`config.mk`:
```
export PLATFORM = sky130hd
export DESIGN_NAME = mw_eeprom_reader
export DESIGN_NICKNAME = d
export VERILOG_FILES = /design/src/rtl/mw_pkg.sv /design/src/rtl/mw_settle_timer.sv /design/src/rtl/mw_sequencer.sv /design/src/rtl/mw_eeprom_reader.sv
export SDC_FILE = /design/constraint.sdc
export NUM_CORES = 1
export LEC_CHECK = 0
export BUFFER_PORTS_ARGS = -buffer_cell sky130_fd_sc_hd__buf_2
export CAP_MARGIN = 20
export CORE_MARGIN = 3
export CORE_UTILIZATION = 47
export DETAILED_ROUTE_END_ITERATION = 7
export PLACE_DENSITY = 0.68
export SETUP_SLACK_MARGIN = 0.1
export SLEW_MARGIN = 20
export SYNTH_ARGS = -nofsm -noshare
export SYNTH_HDL_FRONTEND = slang
export SYNTH_SLANG_ARGS = --single-unit
```
`constraint.sdc`:
```
create_clock -name clk -period 7.15 [get_ports clk]
set_input_delay 1.7875 -clock clk [delete_from_list [all_inputs] [get_ports clk]]
set_output_delay 1.7875 -clock clk [all_outputs]
set_load 0.03 [all_outputs]
```
`src/rtl/mw_pkg.sv`:
```
package mw_pkg;

    localparam int DATA_W     = 16;
    localparam int ADDR_W     = 8;
    localparam int NARROW_AW  = 6;
    localparam int OP_W       = 3;
    localparam logic [OP_W-1:0] READ_OP = 3'b110;
    localparam int SHIFT_W    = OP_W + ADDR_W;
    localparam int MAX_LEN    = (DATA_W > SHIFT_W) ? DATA_W : SHIFT_W;
    localparam int CNT_W      = $clog2(MAX_LEN);

    typedef enum logic [3:0] {
        PH_IDLE,
        PH_SEL,
        PH_PRE_HI,
        PH_PRE_LO,
        PH_SETUP,
        PH_CMD_HI,
        PH_CMD_LO,
        PH_QUIET,
        PH_DAT_HI,
        PH_DAT_LO,
        PH_DESEL,
        PH_POST_HI,
        PH_POST_LO
    } mw_phase_e;

    typedef struct packed {
        logic cs;
        logic sk;
        logic di;
    } mw_pins_t;

    // Pin levels that belong to each phase; dbit is the pending command bit.
    function automatic mw_pins_t pins_for(mw_phase_e ph, logic dbit);
        mw_pins_t p;
        p = '0;
        case (ph)
            PH_SEL, PH_PRE_LO, PH_QUIET, PH_DAT_LO: p.cs = 1'b1;
            PH_PRE_HI, PH_DAT_HI: begin
                p.cs = 1'b1;
                p.sk = 1'b1;
            end
            PH_SETUP, PH_CMD_LO: begin
                p.cs = 1'b1;
                p.di = dbit;
            end
            PH_CMD_HI: begin
                p.cs = 1'b1;
                p.sk = 1'b1;
                p.di = dbit;
            end
            PH_POST_HI: p.sk = 1'b1;
            default: p = '0;
        endcase
        return p;
    endfunction

    // Command bits followed by the address, left-aligned for shifting out.
    function automatic logic [SHIFT_W-1:0] frame_for(logic [ADDR_W-1:0] a, logic wide);
        if (wide)
            return {READ_OP, a};
        return {READ_OP, a[NARROW_AW-1:0], {(ADDR_W-NARROW_AW){1'b0}}};
    endfunction

    // Number of command plus address bits, minus one.
    function automatic logic [CNT_W-1:0] frame_last(logic wide);
        if (wide)
            return CNT_W'(SHIFT_W - 1);
        return CNT_W'(OP_W + NARROW_AW - 1);
    endfunction

endpackage

```
`src/rtl/mw_settle_timer.sv`:
```
module mw_settle_timer #(
    parameter int SETTLE = 500
) (
    input  logic clk,
    input  logic rst,
    input  logic run,
    output logic tick
);
    localparam int CW = (SETTLE > 1) ? $clog2(SETTLE) : 1;
    localparam logic [CW-1:0] LAST = CW'(SETTLE - 1);

    logic [CW-1:0] cnt;

    assign tick = run && (cnt == LAST);

    always_ff @(posedge clk) begin
        if (rst || !run || tick)
            cnt <= '0;
        else
            cnt <= cnt + 1'b1;
    end
endmodule

```
`src/rtl/mw_sequencer.sv`:
```
module mw_sequencer
    import mw_pkg::*;
(
    input  logic              clk,
    input  logic              rst,
    input  logic              start,
    input  logic [ADDR_W-1:0] addr,
    input  logic              wide,
    input  logic              tick,
    output logic              run,
    output logic              accept,
    output logic              take,
    output logic              finish,
    output mw_pins_t          pins
);
    mw_phase_e          ph, ph_n;
    logic [SHIFT_W-1:0] sr, sr_n;
    logic [CNT_W-1:0]   cnt, cnt_n;

    assign run = (ph != PH_IDLE);

    always_comb begin
        ph_n   = ph;
        sr_n   = sr;
        cnt_n  = cnt;
        accept = 1'b0;
        take   = 1'b0;
        finish = 1'b0;
        if (ph == PH_IDLE) begin
            if (start) begin
                accept = 1'b1;
                ph_n   = PH_SEL;
                sr_n   = frame_for(addr, wide);
                cnt_n  = frame_last(wide);
            end
        end else if (tick) begin
            case (ph)
                PH_SEL:     ph_n = PH_PRE_HI;
                PH_PRE_HI:  ph_n = PH_PRE_LO;
                PH_PRE_LO:  ph_n = PH_SETUP;
                PH_SETUP:   ph_n = PH_CMD_HI;
                PH_CMD_HI:  ph_n = PH_CMD_LO;
                PH_CMD_LO: begin
                    sr_n = sr << 1;
                    if (cnt == '0) begin
                        ph_n  = PH_QUIET;
                        cnt_n = CNT_W'(DATA_W - 1);
                    end else begin
                        ph_n  = PH_SETUP;
                        cnt_n = cnt - 1'b1;
                    end
                end
                PH_QUIET:   ph_n = PH_DAT_HI;
                PH_DAT_HI:  ph_n = PH_DAT_LO;
                PH_DAT_LO: begin
                    take = 1'b1;
                    if (cnt == '0) begin
                        ph_n = PH_DESEL;
                    end else begin
                        ph_n  = PH_DAT_HI;
                        cnt_n = cnt - 1'b1;
                    end
                end
                PH_DESEL:   ph_n = PH_POST_HI;
                PH_POST_HI: ph_n = PH_POST_LO;
                PH_POST_LO: begin
                    ph_n   = PH_IDLE;
                    finish = 1'b1;
                end
                default:    ph_n = PH_IDLE;
            endcase
        end
    end

    always_ff @(posedge clk) begin
        if (rst) begin
            ph   <= PH_IDLE;
            sr   <= '0;
            cnt  <= '0;
            pins <= '0;
        end else begin
            ph   <= ph_n;
            sr   <= sr_n;
            cnt  <= cnt_n;
            pins <= pins_for(ph_n, sr_n[SHIFT_W-1]);
        end
    end
endmodule

```
`src/rtl/mw_eeprom_reader.sv`:
```
module mw_eeprom_reader
    import mw_pkg::*;
#(
    parameter int SETTLE_CYCLES = 1250
) (
    input  logic              clk,
    input  logic              rst,
    input  logic              start,
    input  logic [ADDR_W-1:0] rd_addr,
    input  logic              wide_dev,
    output logic              busy,
    output logic              done,
    output logic [DATA_W-1:0] rd_data,
    output logic              ee_cs,
    output logic              ee_sk,
    output logic              ee_di,
    input  logic              ee_do
);
    logic     run, tick, accept, take, finish;
    mw_pins_t pins;

    mw_settle_timer #(.SETTLE(SETTLE_CYCLES)) u_timer (
        .clk  (clk),
        .rst  (rst),
        .run  (run),
        .tick (tick)
    );

    mw_sequencer u_seq (
        .clk    (clk),
        .rst    (rst),
        .start  (start),
        .addr   (rd_addr),
        .wide   (wide_dev),
        .tick   (tick),
        .run    (run),
        .accept (accept),
        .take   (take),
        .finish (finish),
        .pins   (pins)
    );

    always_ff @(posedge clk) begin
        if (rst) begin
            rd_data <= '0;
            done    <= 1'b0;
        end else begin
            done <= finish;
            if (accept)
                rd_data <= '0;
            else if (take)
                rd_data <= {rd_data[DATA_W-2:0], ee_do};
        end
    end

    assign busy  = run;
    assign ee_cs = pins.cs;
    assign ee_sk = pins.sk;
    assign ee_di = pins.di;
endmodule

```
After elaboration in Yosys (flattened, before gate mapping)
Index checks and enable logic that the tools add are counted.
{"block": "totals", "inputBits": 13, "out_inout_bits": 21, "ff_bits": 50, "elab_cells": 88}
{"block": "classes", "n_reduce_logical": 18, "muxes": 31, "bitwise_logic": 2, "n_addsub": 2, "n_eq_ne": 25}
{"op": "11-bit 2-to-1 mux", "count": 6}
{"op": "4-bit one-hot mux with 11 select lines", "count": 1}
{"op": "4-bit 2-to-1 mux", "count": 10}
{"op": "4-bit by 3-bit equality test with 1-bit output, second input constant", "count": 8}
{"op": "4-bit equality test, second input constant", "count": 8}
{"op": "4-bit by 2-bit equality test with 1-bit output, second input constant", "count": 4}
{"op": "11-bit by 1-bit adder with 11-bit output, second input constant", "count": 1}
{"op": "11-bit equality test, second input constant", "count": 1}
{"op": "1-bit 2-to-1 mux", "count": 11}
{"op": "9-bit OR reduction", "count": 1}
{"op": "4-bit by 1-bit equality test with 1-bit output, second input constant", "count": 2}
{"op": "4-bit logical NOT", "count": 2}
{"op": "4-bit one-hot mux with 2 select lines", "count": 1}
{"op": "3-bit OR reduction", "count": 2}
{"op": "2-bit 2-to-1 mux", "count": 2}
{"op": "4-bit AND reduction", "count": 1}
{"op": "2-bit nonzero test", "count": 2}
{"op": "4-bit nonzero test", "count": 1}
{"op": "2-bit OR reduction", "count": 2}
{"op": "4-bit OR reduction", "count": 1}
{"op": "4-bit by 1-bit subtractor with 4-bit output, second input constant", "count": 1}
{"op": "3-bit by 2-bit inequality test with 1-bit output, second input constant", "count": 1}
{"op": "3-bit AND reduction", "count": 1}
{"op": "3-bit nonzero test", "count": 1}
{"op": "other kinds (5)", "count": 7}

Longest topological paths before layout
Gate-level depths: netlist (run 1).
{"block": "depth", "depth_word": 9, "mapped_depth": 10, "mapped_depth_nobuf": 8}

Modules after synthesis
A second synthesis (run 1) with hierarchy kept.
{"block": "hier_totals", "cells_unflattened": 277, "hier_area_um2": 2456.1}
{"mod": "mw_sequencer", "instances": 1, "area_per_inst_um2": 1306.3, "cells_each": 164, "seq_area_each_um2": 440.4}
{"mod": "mw_eeprom_reader", "instances": 1, "area_per_inst_um2": 614.3, "cells_each": 55, "seq_area_each_um2": 340.3}
{"mod": "mw_settle_timer", "instances": 1, "area_per_inst_um2": 535.5, "cells_each": 58, "seq_area_each_um2": 220.2}

Worst setup path before layout (run 1)
OpenSTA, ideal clock, no wires.
{"block": "synth_path", "path_type": "register -> output", "startpoint": "reg u_seq.ph[2]", "endpoint": "out busy", "slack_ns": 4.160, "stages_incl_launch_ff": 4, "arrival_ns": 1.202, "required_ns": 5.362, "path_buffers": 1, "cell_sequence": "dfxtp_1 -> clkbuf_1 -> nor4_2 -> inv_1"}
{"block": "synth_between", "elab_chain_len": 1}
{"item": "from (decl)", "line": "mw_sequencer.sv:16", "source": "mw_phase_e ph, ph_n;"}
{"item": "from (signal assigned)", "line": "mw_sequencer.sv:82", "source": "ph <= ph_n;"}
{"item": "4-bit nonzero test", "line": "mw_sequencer.sv:20", "source": "assign run = (ph != PH_IDLE);"}
{"item": "to (decl)", "line": "mw_eeprom_reader.sv:11", "source": "output logic busy,"}
Every way passes these cells.

Worst setup path after layout (run 1)
Ends and elaborated chain as after synthesis.

==> results.json, run 1 <==
{
  "clk_pin_slew_ns": 0.09,
  "ys_seq_elements": 50,
  "first_pass_iters": 7,
  "dieArea_mm2": 0.00574,
  "critPathKind": "reg2out",
  "status": "completed",
  "synth_seq_area_share_pct": 43.7,
  "synth_ff_type": "dfxtp_1",
  "hold_viol": 0,
  "diodes": 0,
  "ys_types": 48,
  "synth_compound_gate_area_share_pct": 13.8,
  "leakagePower_nw": 0.968,
  "rows": 24,
  "ff2ff_path_depth": 7,
  "drc": 0,
  "grt_pass1_vias": 1628,
  "ir_drop_uv": 124,
  "powerDensity_mw_per_mm2": 195,
  "rsz0062_at_grt": "false",
  "post_cts_buffers": 0,
  "synth_top_family_by_area": "simple AND/OR/NAND/NOR gates",
  "p_total_mw": 0.500,
  "hold_start": "u_seq.sr[1]",
  "clock_latency_ns": 0.31,
  "grt_use_met2_pct": 26.2,
  "die_x_um": 75.8,
  "pin_count": 34,
  "synthMuxAreaShare_pct": 4.48,
  "numCtsBuffers": 5,
  "synth-adder-area-share_pct": 2.19,
  "fin_util_pct": 56.5,
  "first_iter_violations": 109,
  "cts_root_buffer": "clkbuf_8",
  "r2r_end": "u_seq.pins[1]",
  "rr_startpoint": "u_timer.cnt[0]",
  "ctsResizeCount": 0,
  "fin_area_mm2": 0.00256,
  "synth_area_per_cell_um2": 8.44,
  "wl_per_cell_um": 12.0,
  "gr-usage-met1_pct": 21.3,
  "place.detailed.hpwl_um": 3040,
  "dpl_cell_area_mm2": 0.00246,
  "syn_nets": 288,
  "tightest_slew_ns": 0.672,
  "max_slew_margin_pct": 54.6,
  "multi_input_area_mm2": 0.00120,
  "cp-end-kind": "primary output",
  "grt_pass1_wl_um": 7290,
  "drv_slew": 0,
  "hold_class": "reg2reg",
  "p_int_mw": 0.372,
  "hold_depth": 2,
  "worst_slack_ns": 3.72,
  "cts.sinks": 50,
  "synthCells": 271,
  "combPwrFrac_pct": 7.8,
  "die_h_um": 75.8,
  "busiest_layer": "met2",
  "rrSetupSlack_ns": 4.46,
  "cp.arrival_ns": 1.65,
  "synthArstFlopShare_pct": 0,
  "overflow": 0,
  "wl_um": 4340,
  "power_frac_clock_pct": 34.3,
  "use_met3_pct": 4.75,
  "synth-edff-count": 0,
  "cts_tree": "done",
  "critPathRequiredTime_ns": 5.36,
  "ant_nets": 0,
  "seqPwrFrac_pct": 57.9,
  "yosys_warnings": 0,
  "place_ws_ns": 4.06,
  "finalSetupViolations": 0,
  "fmax_mhz": 291,
  "area_delta_synth_final_pct": 12.0,
  "critPathMaxFanout": 9,
  "finalSetupTns_ns": 0,
  "grt_usage_pct": 16.6,
  "clockBufferDepth": 2,
  "final_cell_mix": "dfxtp_1 (50), nor2_1 (43), nand2_1 (41)",
  "synth_xor_area_share_pct": 4.59,
  "grt_max_degree": 26,
  "htree_levels": 2,
  "clock_skew_ns": 0.0119,
  "p_sw_mw": 0.127,
  "switching_share_pct": 25.5,
  "core_area_mm2": 0.00453,
  "final_nets": 312,
  "maxCapViolCount": 0,
  "io_buffers": 33,
  "start_util_pct": 50.5,
  "final_common_cell": "dfxtp_1",
  "period_minus_slack_ns": 3.43,
  "viasPerCell": 5.16,
  "antenna_found_initial": 0,
  "drive_gt1_share_pct": 17.6,
  "num_vias": 1862,
  "regArea_mm2": 0.00100,
  "synth-simple-area-share_pct": 27.3,
  "num-fill-cells": 416,
  "finalCritPeriodShare_pct": 48.0,
  "syn-cell-area_mm2": 0.00229,
  "place_congestion": 0.889,
  "hold_end": "u_seq.sr[1]",
  "critPathLaunchType": "flip-flop",
  "holdBufCountCts": 0
}
[area by class of cell]
type	instances	area share [%]
inverters	5	0.732
clock inverters	3	1.12
repair buffers	33	6.45
well taps	65	3.17
clock buffers	5	2.69
multi-input cells	200	46.8
flip-flops and latches	50	39.1
[sequential cells by signal, indices dropped and copies added (netlist names)]
register,flops
u_seq.pins,3
done,1
u_seq.cnt,4
u_seq.ph,4
u_seq.sr,11
rd_data,16
u_timer.cnt,11
[layer usage]
layer | vias up | part of all wire, %
li1 | 980 | -
met1 | 851 | 50
met2 | 29 | 46
met3 | 2 | 4.3
met4 | 0 | 0.62
met5 | - | 0
[power groups by stage]
stage	Sequential, mW	Clock (mW)	Combinational [mW]
2_1_floorplan	0.295	0	0.0299
3_3_place_gp	0.296	0	0.0392
3_5_place_dp	0.296	0	0.0392
4_1_cts	0.289	0.181	0.0396
5_1_grt	0.290	0.193	0.0444
6_report	0.289	0.171	0.0391
[logic make-up after synthesis]
group,after synthesis
simple gates,127
flops,50
compound gates,48
buf+inv,21
xor+xnor,12
mux,9
fa+ha+maj,4
[Yosys cell counts (3+ instances only)]
cell | count | area share, %
dfxtp_1 | 50 | 44
nor2_1 | 43 | 7.1
nand2_1 | 41 | 6.7
a21oi_1 | 25 | 5.5
clkbuf_1 | 11 | 1.8
mux2i_1 | 8 | 3.5
nand3_1 | 8 | 1.7
a221oi_1 | 7 | 2.7
xor2_1 | 7 | 2.7
and2_1 | 5 | 1.4
inv_1 | 5 | 0.82
nor3_1 | 5 | 1.1
xnor2_1 | 5 | 1.9
ha_1 | 4 | 2.2
a31oi_1 | 3 | 0.82
o21ai_0 | 3 | 0.66
or3_1 | 3 | 0.82
[per-stage QoR]
step / std cells / hold slack (ns)
floorplan: 271 / 0.432
global placement: 353 / 0.441
detailed placement: 353 / 0.448
CTS: 361 / 0.461
global route: 361 / 0.472
finish: 361 / 0.462
[how the worst max path moves through the flow]
| stage | slack, ns | start | cells after the start | to |
|---|---|---|---|---|
| 2_1_floorplan | 4.16 | u_seq.ph[2] | 3 | busy |
| 3_3_place_gp | 4.08 | start | 6 | u_seq.pins[1] |
| 5_1_grt | 3.56 | u_seq.ph[1] | 3 | busy |
| 4_1_cts | 3.70 | u_seq.ph[2] | 3 | busy |
| 3_5_place_dp | 4.06 | u_seq.ph[2] | 3 | busy |
| 6_report | 3.72 | u_seq.ph[2] | 3 | busy |
[worst max-delay path: stages (launching register included)]
cell,delay [ns]
dfxtp_1,0.41
nor4_2,0.57
inv_1,0.15
buf_2,0.21
(Power assumes the default switching activity.)
==> inputs of run 2 (changes only) <==
Settings changed: ABC_AREA set to 1, PLACE_DENSITY 0.68 to 0.7.
Clock period 7.15 ns to 3.1 ns, I/O delays scaled along.
==> run 2 against run 1 <==
Effect of this change:
- highest routed layer unchanged
- setup slack got worse by 2.7 ns
- clock power increased by 130%
- hold slack got worse by 0.017 ns
- routed wire length rose by 9.9%
- critical path type unchanged
- count of clock-buffer cells in the layout stayed put
- final cell count up 20%
- non-clock buffer count did not move
- register-to-register slack got worse by 3.2 ns
- sequential cell count did not move
- first-iteration DRC count fell by 7.3%
- via count increased by 16%
- core utilization fell by 0.10 points
==> results.json, run 2 <==
{
  "status": "completed",
  "drc": 0,
  "wl_per_cell_um": 11.0,
  "yosys_warnings": 0,
  "p_sw_mw": 0.308,
  "finalSetupTns_ns": 0,
  "synth-edff-count": 0,
  "hold_viol": 0,
  "max_slew_margin_pct": 68.5,
  "viasPerCell": 4.99,
  "switching_share_pct": 26.5,
  "final_cell_mix": "nand2_1 (65), dfxtp_1 (50), inv_1 (38)",
  "place_congestion": 0.859,
  "fin_area_mm2": 0.00275,
  "numCtsBuffers": 5,
  "drive_gt1_share_pct": 20.5,
  "pin_count": 34,
  "rr_startpoint": "u_timer.cnt[0]",
  "syn-cell-area_mm2": 0.00245,
  "synth_ff_type": "dfxtp_1",
  "maxCapViolCount": 0,
  "fmax_mhz": 488,
  "synthCells": 331,
  "p_total_mw": 1.17,
  "drv_slew": 0,
  "clock_latency_ns": 0.31,
  "dpl_cell_area_mm2": 0.00266,
  "grt_usage_pct": 17.2,
  "critPathMaxFanout": 6,
  "place.detailed.hpwl_um": 3580,
  "combPwrFrac_pct": 9.3,
  "ctsResizeCount": 0,
  "synth_seq_area_share_pct": 40.9,
  "seqPwrFrac_pct": 57.0,
  "syn_nets": 348,
  "overflow": 0,
  "area_delta_synth_final_pct": 12.4,
  "ys_types": 37,
  "clockBufferDepth": 2,
  "regMostFlops": "rd_data",
  "hold_start": "rd_data[15]",
  "grt_pass1_vias": 2056,
  "p_int_mw": 0.857,
  "worst_slack_ns": 1.05,
  "cts_root_buffer": "clkbuf_8",
  "powerDensity_mw_per_mm2": 424,
  "yosys-top-cells-area": "dfxtp_1 (41%), nand2_1 (10%), inv_1 (5.8%), nor2_1 (4.9%), o21ai_0 (4.7%)",
  "start_util_pct": 50.2,
  "die_x_um": 78.2,
  "dieArea_mm2": 0.00611,
  "timing.hold.ws_ns": 0.445,
  "largest_registers": "rd_data x16, u_seq.sr x11, u_timer.cnt x11",
  "ant_nets": 0,
  "htree_levels": 2,
  "cts.sinks": 50,
  "clock_skew_ns": 0.00830,
  "stdcell_count": 432,
  "grt_pass1_wl_um": 8680,
  "synthArstFlopShare_pct": 0,
  "cp-end-kind": "primary output",
  "critPathKind": "reg2out",
  "finalCritPeriodShare_pct": 66.1,
  "clk_pin_slew_ns": 0.09,
  "post_cts_buffers": 0,
  "finalSetupViolations": 0,
  "synth.most_common_cell": "nand2_1",
  "critPathRequiredTime_ns": 2.32,
  "final_common_cell": "nand2_1",
  "synthTopCellsByCount": "nand2_1 (65), dfxtp_1 (50), inv_1 (38)",
  "first_iter_violations": 101,
  "rsz0062_at_grt": "false",
  "crit_start": "u_seq.ph[1]",
  "cts_tree": "done",
  "period_minus_slack_ns": 2.05,
  "rrSetupSlack_ns": 1.27,
  "yosysTopAreaCell": "dfxtp_1",
  "place_ws_ns": 1.21,
  "io_buffers": 33,
  "wl_um": 4770,
  "antenna_found_initial": 0,
  "fin_util_pct": 56.4,
  "leakagePower_nw": 1.20,
  "hold_class": "reg2reg",
  "die_h_um": 78.2,
  "final_nets": 381,
  "tightest_slew_ns": 0.473,
  "core_area_mm2": 0.00488,
  "largest_reg_flops": 16,
  "synth_area_per_cell_um2": 7.40,
  "ys_seq_elements": 50,
  "rows": 25,
  "cp.arrival_ns": 1.28,
  "netlist.area_leader.share_pct": 40.9,
  "grt_max_degree": 19,
  "dp_cells": 424,
  "first_pass_iters": 4,
  "num_vias": 2154,
  "holdBufCountCts": 0,
  "critPathLaunchType": "flip-flop",
  "ir_drop_uv": 387,
  "power_frac_clock_pct": 33.6,
  "diodes": 0
}
[run 2: metal layers]
layer	part of all wire [%]	track usage, %
met5	0	0
met4	0.80	4.20
met3	4.7	5.28
met2	46	29.1
met1	49	21.4
[run 2: area by class of cell]
type | count | area (um^2)
tap | 67 | 83.8
sequential | 50 | 1000
fill | 487 | 2130
timing repair buffer | 33 | 165
clock buffer | 5 | 68.8
inverter | 52 | 205
clock inverter | 3 | 25.0
multi-input combinational | 222 | 1200
[run 2: worst paths after layout]
kind / to / depth (start not counted)
worst max register to register: u_seq.sr[5] / 10
worst min-delay path: rd_data[15] / 2
worst min register to register: rd_data[15] / 2
worst max-delay path: busy / 3
[run 2: power groups by stage]
stage / clock [mW] / sequential, mW / combinational (mW)
after floorplan: 0 / 0.680 / 0.0814
after global placement: 0 / 0.680 / 0.108
after detailed placement: 0 / 0.680 / 0.109
after CTS: 0.408 / 0.665 / 0.109
after global routing: 0.429 / 0.667 / 0.124
final: 0.392 / 0.665 / 0.109
[run 2: logic make-up after synthesis]
family / after synthesis / synth area share [%]
buf+inv: 59 / 10.0
simple gates: 141 / 28.6
fa+ha+maj: 4 / 2.04
xor+xnor: 2 / 0.715
flops: 50 / 40.9
compound gates: 75 / 17.8
[run 2: worst max-delay path, stage by stage (launching register included)]
cell and delay (ns):
dfxtp_1 0.33, inv_1 0.14, nand4_4 0.24, buf_2 0.26
